File: src/rtl/sctl_pkg.sv
package sctl_pkg;
  localparam int unsigned DW = 32;

  localparam int unsigned POS_M = 0;
  localparam int unsigned POS_A = 1;
  localparam int unsigned POS_C = 2;
  localparam int unsigned POS_Z = 11;
  localparam int unsigned POS_I = 12;
  localparam int unsigned POS_V = 13;
  localparam int unsigned RAO_LO = 3;
  localparam int unsigned RAO_HI = 6;

  localparam logic [DW-1:0] HI_VEC_BASE = 32'hFFFF_0000;

  typedef struct packed {
    logic v;
    logic i;
    logic z;
    logic c;
    logic a;
    logic m;
  } sctl_bits_t;

  function automatic logic [DW-1:0] sctl_pack(input sctl_bits_t b);
    logic [DW-1:0] w;
    w = '0;
    w[RAO_HI:RAO_LO] = '1;
    w[POS_V] = b.v;
    w[POS_I] = b.i;
    w[POS_Z] = b.z;
    w[POS_C] = b.c;
    w[POS_A] = b.a;
    w[POS_M] = b.m;
    return w;
  endfunction

  function automatic sctl_bits_t sctl_unpack(input logic [DW-1:0] w);
    sctl_bits_t b;
    b.v = w[POS_V];
    b.i = w[POS_I];
    b.z = w[POS_Z];
    b.c = w[POS_C];
    b.a = w[POS_A];
    b.m = w[POS_M];
    return b;
  endfunction
endpackage

File: src/rtl/sctl_perm.sv
module sctl_perm (
  input  logic valid,
  input  logic write,
  input  logic ns,
  input  logic priv,
  input  logic lock,
  output logic wr_s,
  output logic wr_ns,
  output logic rd_ok,
  output logic undef
);
  logic user_fault;
  logic lock_fault;

  always_comb begin
    user_fault = valid & ~priv;
    lock_fault = valid & priv & write & ~ns & lock;
    undef      = user_fault | lock_fault;
    wr_s       = valid & priv & write & ~ns & ~lock;
    wr_ns      = valid & priv & write & ns;
    rd_ok      = valid & priv & ~write;
  end
endmodule

File: src/rtl/sctl_bank.sv
module sctl_bank
  import sctl_pkg::*;
(
  input  logic       clk,
  input  logic       rst_n,
  input  logic       vinit,
  input  logic       we,
  input  sctl_bits_t wbits,
  output sctl_bits_t bits
);
  sctl_bits_t bits_q;

  always_ff @(posedge clk) begin
    if (!rst_n) begin
      bits_q   <= '0;
      bits_q.v <= vinit;
    end else if (we) begin
      bits_q <= wbits;
    end
  end

  assign bits = bits_q;
endmodule

File: src/rtl/sctl_vecsel.sv
module sctl_vecsel #(
  parameter int unsigned AW = 32,
  parameter logic [AW-1:0] HI_BASE = '1
) (
  input  logic          hivec,
  input  logic          sel_ns,
  input  logic [AW-1:0] base_s,
  input  logic [AW-1:0] base_ns,
  output logic [AW-1:0] base
);
  logic [AW-1:0] low_base;

  always_comb begin
    low_base = sel_ns ? base_ns : base_s;
    base     = hivec ? HI_BASE : low_base;
  end
endmodule

File: src/rtl/sys_ctrl_bank.sv
module sys_ctrl_bank
  import sctl_pkg::*;
#(
  parameter int unsigned NBANK = 2
) (
  input  logic          clk,
  input  logic          rst_n,
  input  logic          vinit_hi,
  input  logic          wr_lock,
  input  logic          cur_ns,
  input  logic          acc_valid,
  input  logic          acc_write,
  input  logic          acc_ns,
  input  logic          acc_priv,
  input  logic [DW-1:0] acc_wdata,
  output logic [DW-1:0] acc_rdata,
  output logic          acc_undef,
  input  logic [DW-1:0] vbar_s,
  input  logic [DW-1:0] vbar_ns,
  output logic          ctl_mmu,
  output logic          ctl_align,
  output logic          ctl_dcache,
  output logic          ctl_flowpred,
  output logic          ctl_icache,
  output logic          ctl_hivec,
  output logic [DW-1:0] vec_base
);
  localparam int unsigned SEL_W = (NBANK > 1) ? $clog2(NBANK) : 1;

  logic       wr_s, wr_ns, rd_ok;
  logic [NBANK-1:0] bank_we;
  sctl_bits_t bank_bits [NBANK];
  sctl_bits_t wbits;
  sctl_bits_t act_bits;
  logic       sel_q;
  logic [DW-1:0] word_s, word_ns;
  logic       unused_wdata;

  sctl_perm u_perm (
    .valid (acc_valid),
    .write (acc_write),
    .ns    (acc_ns),
    .priv  (acc_priv),
    .lock  (wr_lock),
    .wr_s  (wr_s),
    .wr_ns (wr_ns),
    .rd_ok (rd_ok),
    .undef (acc_undef)
  );

  assign wbits        = sctl_unpack(acc_wdata);
  assign unused_wdata = ^{acc_wdata[DW-1:POS_V+1], acc_wdata[POS_Z-1:POS_C+1]};
  assign bank_we      = {wr_ns, wr_s};

  for (genvar b = 0; b < NBANK; b++) begin : g_bank
    sctl_bank u_bank (
      .clk   (clk),
      .rst_n (rst_n),
      .vinit (vinit_hi),
      .we    (bank_we[b]),
      .wbits (wbits),
      .bits  (bank_bits[b])
    );
  end

  assign word_s  = sctl_pack(bank_bits[0]);
  assign word_ns = sctl_pack(bank_bits[1]);

  always_comb begin
    acc_rdata = '0;
    if (rd_ok) acc_rdata = acc_ns ? word_ns : word_s;
  end

  always_ff @(posedge clk) begin
    if (!rst_n) sel_q <= 1'b0;
    else        sel_q <= cur_ns;
  end

  logic [SEL_W-1:0] sel_idx;
  assign sel_idx  = SEL_W'(sel_q);
  assign act_bits = bank_bits[sel_idx];

  assign ctl_mmu      = act_bits.m;
  assign ctl_align    = act_bits.a;
  assign ctl_dcache   = act_bits.c;
  assign ctl_flowpred = act_bits.z;
  assign ctl_icache   = act_bits.i;
  assign ctl_hivec    = act_bits.v;

  sctl_vecsel #(
    .AW      (DW),
    .HI_BASE (HI_VEC_BASE)
  ) u_vec (
    .hivec   (act_bits.v),
    .sel_ns  (sel_q),
    .base_s  (vbar_s),
    .base_ns (vbar_ns),
    .base    (vec_base)
  );
endmodule

File: config.mk
export PLATFORM = sky130hd
export DESIGN_NAME = sys_ctrl_bank
export DESIGN_NICKNAME = d
export VERILOG_FILES = /design/src/rtl/sctl_pkg.sv /design/src/rtl/sctl_perm.sv /design/src/rtl/sctl_bank.sv /design/src/rtl/sctl_vecsel.sv /design/src/rtl/sys_ctrl_bank.sv
export SDC_FILE = /design/constraint.sdc
export NUM_CORES = 1
export LEC_CHECK = 0
export ABC_AREA = 1
export BUFFER_PORTS_ARGS = -buffer_cell sky130_fd_sc_hd__buf_2
export CAP_MARGIN = 20
export CORE_AREA = 2 2 68 70
export CTS_BUF_LIST = sky130_fd_sc_hd__clkbuf_4
export DETAILED_ROUTE_END_ITERATION = 12
export DIE_AREA = 0 0 70 72
export HOLD_SLACK_MARGIN = 0.1
export PLACE_DENSITY = 0.89
export SETUP_SLACK_MARGIN = 0.02
export SLEW_MARGIN = 20
export SYNTH_ARGS = -nofsm -noshare
export SYNTH_HDL_FRONTEND = slang
export SYNTH_HIERARCHICAL = 1
export SYNTH_SLANG_ARGS = --single-unit
File: constraint.sdc
create_clock -name clk -period 1.95 [get_ports clk]
set_input_delay 0.39 -clock clk [delete_from_list [all_inputs] [get_ports clk]]
set_output_delay 0.39 -clock clk [all_outputs]
set_load 0.02 [all_outputs]
* After elaboration in Yosys (flattened, before gate mapping)
Cells that the tools add are included.
** Operators by class
- Order comparisons :: 1
- Mux-type cells :: 11
- Equal/unequal tests :: 2
- Bitwise gates (word level) :: 14
** Operators with widths (count)
- two-way mux 32 bit :: 2
- two-way mux 6 bit :: 7
- two-way mux 14 bit :: 2
- AND 1 bit :: 8
- != test 2 x 1 -> 1 bit (second input constant) :: 2
- NOT 1 bit :: 4
- greater-or-equal comparator 2 bit (second input constant) :: 1
- NOT 1 -> 2 bit :: 1
- bitwise OR 1 bit :: 1
** Storage, ports and cells
- Flip-flop bits (word level) :: 13
- Output and inout port bits :: 71

* Longest topological paths before layout
Gate-level depths: netlist (run 1).
- Word-level depth :: 6
- Mapped depth :: 6

* Modules after synthesis
The synthesis (run 1) kept the hierarchy.
** Modules (own cells, without submodules)
- sctl_vecsel :: cells an instance 139, sequential area each 0.0 µm², instances 1, area an instance 563.0 µm²
- sctl_bank :: cells an instance 28, sequential area each 130.1 µm², instances 2, area an instance 234.0 µm²
- sys_ctrl_bank :: cells an instance 74, sequential area each 20.0 µm², instances 1, area an instance 439.2 µm²
- sctl_perm :: cells an instance 12, sequential area each 0.0 µm², instances 1, area an instance 48.8 µm²

* Least setup slack after synthesis (run 1)
Ideal clock, no wire load.
- Path kind :: reg2out
- Start point :: register sel_q, in the netlist sel_idx
- End point :: output vec_base[20]
- Data arrival time :: 1.482 ns
- Data required time :: 1.560 ns
- Slack :: 0.078 ns
- Cell stages (with the launch flop) :: 6
- Buffers on the path :: 2
- Path through :: dfxtp_1 -> buf_6 -> a21oi_1 -> inv_1 -> clkbuf_1 -> nand3_1
** Between the ends
- Longest elaborated chain between the ends :: 5
** Ends and longest elaborated chain
- start: declaration :: line sys_ctrl_bank.sv:35 : logic sel_q;
- start signal: assignment :: line sys_ctrl_bank.sv:76 : else sel_q <= cur_ns;
- NOT 1 -> 2 bit (not written as such) :: line sys_ctrl_bank.sv:81 : assign act_bits = bank_bits[sel_idx];
- two-way mux 6 bit (not written as such) (3 in a row) :: line sys_ctrl_bank.sv:81
- via ctl_hivec :: line sys_ctrl_bank.sv:25 : output logic ctl_hivec,
- two-way mux 32 bit :: line sctl_vecsel.sv:15 : base = hivec ? HI_BASE : low_base;
- end: declaration :: line sys_ctrl_bank.sv:26 : output logic [DW-1:0] vec_base
The timed path passes the listed nets, and every way through them passes these cells. The select of a mux whose other input is x is not followed.

* Final worst setup path (run 1)
- Start point :: register g_bank[0].u_bank.bits_q (netlist bit g_bank[0].u_bank/bits[5])
- End point :: output vec_base[15]
** Between the ends
- Longest elaborated chain between the ends :: 4
** Ends and longest elaborated chain
- start: declaration :: line sctl_bank.sv:11 : sctl_bits_t bits_q;
- start signal: assignment :: line sctl_bank.sv:18 : bits_q <= wbits;
- two-way mux 6 bit (not written as such) (3 in a row) :: line sys_ctrl_bank.sv:81
- two-way mux 32 bit :: line sctl_vecsel.sv:15
Every way passes these cells. The select of a mux whose other input is x is not followed.

==> impl_metrics.ini, run 1 <==
[sta]
period_needed_ns = 1.82
fin_setup_tns_ns = 0
hold_violations = 0
slew_viol_final = 0
fin_crit_sh_pct = 93.2
finalSetupViolCount = 0
fin_skew_ns = 0
worst_hold_slack_ns = 0.292
rsz0062_at_grt = true
worst_slack_ns = 0.132
max_freq_ghz = 0.550

[grt]
antenna_found_initial = 0
grt_use_total_pct = 15.5
grt_overflow_total = 0
grt_pass1_wl_microns = 6780
grt_pass1_vias = 1712
grt_start_max_net_pins = 28

[place]
io_buffer_count = 127
dp_slack_ns = 0.277
place_congestion = 0.764
dpl.cell_count = 450
hpwl_microns = 3390

[setup_path]
worstSetupPathType = register to output port
crit_arrival_ns = 1.43
crit_fanout = 22
cp-end-kind = output port
cp.required_ns = 1.56
start_kind = register

[die]
core_area_sq_mm = 0.00426
die_height_microns = 72
ios = 176
fp.dieW_microns = 70
initial_core_util_pct = 35.6
rows = 24
dieArea_sq_mm = 0.00504

[logic_synthesis]
yosysSeqAreaShare_pct = 18.5
avgSynthCellArea_sq_um = 5.41
netlist_area_sq_mm = 0.00152
netlist_instances = 281
synth_seq_cells = 13
synth_cell_types = 16
yosysWarnings = 6

[power_and_ir_drop]
p_per_area_mw_per_mm2 = 458
peakVddDrop_v = 0.000368
power.leakage_nw = 1.35

[clock_tree]
cts_max_level = 1
clock_latency_ns = 0.28
cts_buffer_depth = 2
cts.sinks = 13
numCtsBuffers = 3
path_clk_slew_ns = 0.07
clock-root-buffer = clkbuf_4
cts_tree = yes

[routing]
drt-total-wl_microns = 4300
vias = 1965
drt-initial-drc-count = 53
viasPerCell = 4.31
wire_per_inst_microns = 9.42
drc = 0
final_antenna_net_count = 0
firstDrtPassIters = 4

[run_status]
outcome = finished clean

[worst_hold_path]
holdCritPathClass = input port to register

[cells_and_area]
num_antenna_cells = 0
layoutNonFillerInstCount = 456
drive_gt1_share_pct = 38.1
syn2layout_area_growth_pct = 40.6
nFillCells = 453
nets = 510
final_util_pct = 50.1

[flow_run]
cap_violations = 0
==> worst paths after layout <==
kind                            startpoint                  endpoint  slack (ns)  depth (start not counted)
setup reg to reg  g_bank[0].u_bank/bits[3]  g_bank[0].u_bank/bits[3]        1.32                          2
setup / recovery  g_bank[0].u_bank/bits[5]              vec_base[15]        0.13                          7
hold / removal                      cur_ns                   sel_idx        0.29                          3
hold reg to reg   g_bank[1].u_bank/bits[4]  g_bank[1].u_bank/bits[4]        0.47                          2
==> worst max-delay path, stage by stage, from the launching register on <==
cell and delay, ns:
edfxtp_1 0.39, nor2_1 0.10, a21oi_1 0.07, inv_2 0.11, buf_12 0.16, nand2_1 0.07
nor2_1 0.08, buf_2 0.17
==> report_power, final <==
group	switching, mW	internal, mW
registers	0.00460	0.281
clock network	0.0859	0.0934
logic	0.325	0.189
total	0.415	0.564
==> stage by stage <==
| stage | cell area [sq um] | total power [mW] |
|---|---|---|
| after CTS | 2090 | 0.971 |
| final | 2140 | 0.979 |
| after detailed placement | 2060 | 0.787 |
| after floorplan | 1600 | 0.647 |
| after global routing | 2140 | 1.05 |
| after global placement | 2060 | 0.779 |
==> cell type report <==
cell class | instances | area [sq um] | share of cell area [%]
Tap cell | 52 | 65.1 | 3.05
Sequential cell | 13 | 282 | 13.2
Clock buffer | 4 | 30.0 | 1.41
Multi-Input combinational cell | 218 | 902 | 42.2
Inverter | 32 | 124 | 5.80
Timing Repair Buffer | 136 | 726 | 34.0
Timing Repair inverter | 1 | 7.51 | 0.351
==> repair_timing <==
action,4_1_cts,5_1_grt
hold buffers,0,0
gates resized for setup,0,10
setup endpoints to repair,0,26
buffers inserted,0,0
==> kinds of logic after synthesis <==
group	after synthesis	share of synthesized area, %
and+or+nand+nor	190	51.0
buffers and inverters	71	27.3
DFF	13	18.5
AOI/OAI and AO/OA	6	2.97
other	1	0.247
==> placed cells by master, fill, tap and decap left out <==
cell | netlist | final
conb_1 | 1 | 22
nand3_1 | 40 | 40
inv_2 | 2 | 3
nor2_1 | 49 | 49
nand2_1 | 96 | 96
buf_6 | 5 | 2
clkinvlp_4 | 0 | 2
inv_1 | 30 | 28
a21oi_1 | 2 | 2
buf_2 | 5 | 126
nor2_2 | 4 | 4
dfxtp_2 | 0 | 1
edfxtp_1 | 2 | 2
buf_4 | 28 | 7
nor3_1 | 1 | 1
clkbuf_4 | 0 | 4
a21oi_2 | 4 | 4
buf_12 | 0 | 1
dfxtp_1 | 11 | 10
==> state kept, by name (all words and copies together) (netlist names) <==
name / flops
g_bank.u_bank/bits: 12
sel_idx: 1
==> synthesized netlist by cell type <==
cell / instances / area share, %
inv_1: 30 / 7.4
buf_2: 5 / 1.6
conb_1: 1 / 0.25
buf_6: 5 / 3.7
buf_4: 28 / 14
nand2_1: 96 / 24
clkbuf_1: 1 / 0.25
nor2_1: 49 / 12
nand3_1: 40 / 13
a21oi_2: 4 / 2.3
nor2_2: 4 / 1.6
dfxtp_1: 11 / 14
inv_2: 2 / 0.49
nor3_1: 1 / 0.33
edfxtp_1: 2 / 4.0
a21oi_1: 2 / 0.66
==> routing by layer <==
metal  wire, microns  share of wire (%)  track usage, %  vias up
li1                -                  -               -     1046
met1            1700                 40            17.3      847
met2            2330                 54            30.8       65
met3             217                5.1            1.11        7
met4              53                1.2            5.77        0
met5               0                  0               0        -
Note: power is estimated with default switching activity, not from simulation.
==> run 2: changes to the inputs <==
Settings changed: ABC_AREA 1 to default, CORE_AREA 2 2 68 70 to 2 2 69 71, DIE_AREA 0 0 70 72 to 0 0 71 73, PLACE_DENSITY 0.89 to 0.86.
==> run 2 against run 1 <==
- area after synthesis down 1.5%
- total power increased by 0.34%
- sequential share of layout area decreased by 0.25 points
- non-clock buffer count shrank 2
- sequential power grew 3%
- largest power group unchanged
- synthesized cell count is 40% lower
- first-iteration DRC count is 45% lower
==> impl_metrics.ini, run 2 <==
[run_status]
outcome = finished clean

[power_and_ir_drop]
p_per_area_mw_per_mm2 = 447
pwr-share-seq_pct = 29.9
p_int_uw = 590
combPwrFrac_pct = 53.2
p_switching_uw = 393
peakVddDrop_v = 0.000340
clkPwrFrac_pct = 16.9
switching_share_pct = 40.0
power.leakage_nw = 1.17

[routing]
drt-total-wl_microns = 4490
drt-initial-drc-count = 29
wire_per_inst_microns = 12.9
viasPerCell = 4.54
vias = 1581
final_antenna_net_count = 0
drc = 0
firstDrtPassIters = 4

[grt]
grt_use_total_pct = 14.9
grt_start_max_net_pins = 21
antenna_found_initial = 0
grt_pass1_wl_microns = 6270
grt_overflow_total = 0
grt_pass1_vias = 1340

[logic_synthesis]
synth_seq_cells = 13
synth_area_leader_cell = mux2i_1
synth_ff_type = dfxtp_1
netlist.area_leader.share_pct = 21.4
yosys-top-cells-count = 32 x mux2i_1, 31 x nor2b_1, 27 x buf_4
avgSynthCellArea_sq_um = 8.80
netlist_area_sq_mm = 0.00150
netlist_instances = 170
synth_cell_types = 24
yosysWarnings = 6
synthTopCellsByArea = mux2i_1 21%, dfxtp_1 15%, buf_4 14%
async_flop_share_pct = 0
yosysSeqAreaShare_pct = 18.7
synth.most_common_cell = mux2i_1
synth_edf_count = 2

[setup_path]
crit_fanout = 5
slowest_delay_ns = 0.48
critPathBufInv = 1
cpLargestDelayFamily = flip-flops
crit_arrival_ns = 1.54
r2r_start = g_bank[1].u_bank/bits[3]
cp-end-kind = output port
worstSetupPathType = register to output port
cp_cell_sequence = mux2_4, a211o_1, buf_6
startpoint = g_bank[0].u_bank/bits[5]
start_kind = register
critPathSlowestCell = edfxtp_1
cp.required_ns = 1.56

[clock_tree]
holdBufCountCts = 0
path_clk_slew_ns = 0.08
cts_max_level = 1
cts_tree = yes
cts_buffer_depth = 2
clock-root-buffer = clkbuf_4
numCtsBuffers = 3
clock_latency_ns = 0.28
cts.sinks = 13

[sta]
worst_slack_ns = 0.0192
rsz0062_at_grt = true
finalSetupViolCount = 0
hold_violations = 0
slew_viol_final = 0
period_needed_ns = 1.93
fin_crit_sh_pct = 99.0
max_freq_ghz = 0.518
fin_skew_ns = 0

[die]
ios = 176
dieArea_sq_mm = 0.00518
initial_core_util_pct = 33.0
die_height_microns = 73
core_area_sq_mm = 0.00454
rows = 25
fp.dieW_microns = 71

[place]
io_buffer_count = 127
dp_slack_ns = 0.276
place_congestion = 0.731
dpl.cell_count = 340
hpwl_microns = 3170

[cells_and_area]
num_antenna_cells = 0
final_util_pct = 48.4
largest_reg_flops = 12
nets = 400
layoutNonFillerInstCount = 348
final_common_cell = buf_2
mostFrequentLayoutCells = 117 x buf_2, 32 x mux2i_1, 31 x nor2b_1
syn2layout_area_growth_pct = 46.7
nFillCells = 434
drive_gt1_share_pct = 51.4

[worst_hold_path]
holdCritPathClass = input port to register
hp-start = cur_ns

[flow_run]
cap_violations = 0
[run 2: cell types whose count changed after synthesis, sizes merged, moves of 2 or more]
cell,previous run,this run
clkbuf,1,3
nand2b,0,2
nor2,53,18
nand2,96,2
nand3,40,2
mux2,0,6
a211o,0,16
nor2b,0,31
a21oi,6,0
mux2i,0,32
inv,32,2
o21ai,0,2
buf,38,35
[run 2: layer usage]
layer | track usage, % | part of all wire, %
met2 | 27.0 | 51
met1 | 18.3 | 40
met5 | 0 | 0
met4 | 5.03 | 1.4
met3 | 1.93 | 7.2
[run 2: area by class of cell]
| cell class | instances | area (sq um) | share of cell area (%) |
|---|---|---|---|
| multi-input cells | 141 | 1020 | 46.7 |
| repair buffers | 134 | 785 | 35.7 |
| flip-flops and latches | 13 | 284 | 12.9 |
| well taps | 54 | 67.6 | 3.08 |
| clock buffers | 3 | 22.5 | 1.03 |
| inverters | 2 | 7.51 | 0.342 |
| clock inverters | 1 | 5.00 | 0.228 |
[run 2: worst paths after layout]
path,cells past startpoint,slack (ns),end
hold / removal,2,0.30,sel_idx
setup / recovery,3,0.02,vec_base[18]
setup reg to reg,2,1.27,g_bank[1].u_bank/bits[3]
hold reg to reg,2,0.54,g_bank[1].u_bank/bits[2]
[run 2: kinds of logic (layout without fill, tap and decap cells)]
kind of cell / after synthesis / in the layout / share of synthesized area, %
AOI/OAI and AO/OA: 19 / 19 / 10.5
muxes: 38 / 41 / 27.4
and+or+nand+nor: 59 / 59 / 22.1
DFF: 13 / 13 / 18.7
buffers and inverters: 40 / 140 / 21.0
other: 1 / 22 / 0.251
[run 2: repair_timing]
item	4_1_cts	5_1_grt
hold endpoints to repair	0	0
gates resized for setup	11	12
setup endpoints to repair	16	31
buffers inserted	0	0
pin swaps	2	0
cloned	4	0
[run 2: power groups by stage]
stage	combinational [mW]	clock [mW]	sequential, mW
3_5_place_dp	0.468	0	0.294
2_1_floorplan	0.345	0	0.291
6_report	0.523	0.166	0.294
4_1_cts	0.505	0.172	0.294
3_3_place_gp	0.461	0	0.293
5_1_grt	0.558	0.180	0.296
[run 2: through the flow]
step | area [sq um] | power (mW) | setup TNS, ns | hold WS (ns)
2_1_floorplan | 1580 | 0.637 | 0 | 0.505
3_3_place_gp | 2030 | 0.753 | 0 | 0.523
3_5_place_dp | 2030 | 0.761 | 0 | 0.539
4_1_cts | 2160 | 0.970 | 0 | 0.298
5_1_grt | 2200 | 1.03 | -0.410 | 0.304
6_report | 2200 | 0.983 | 0 | 0.303
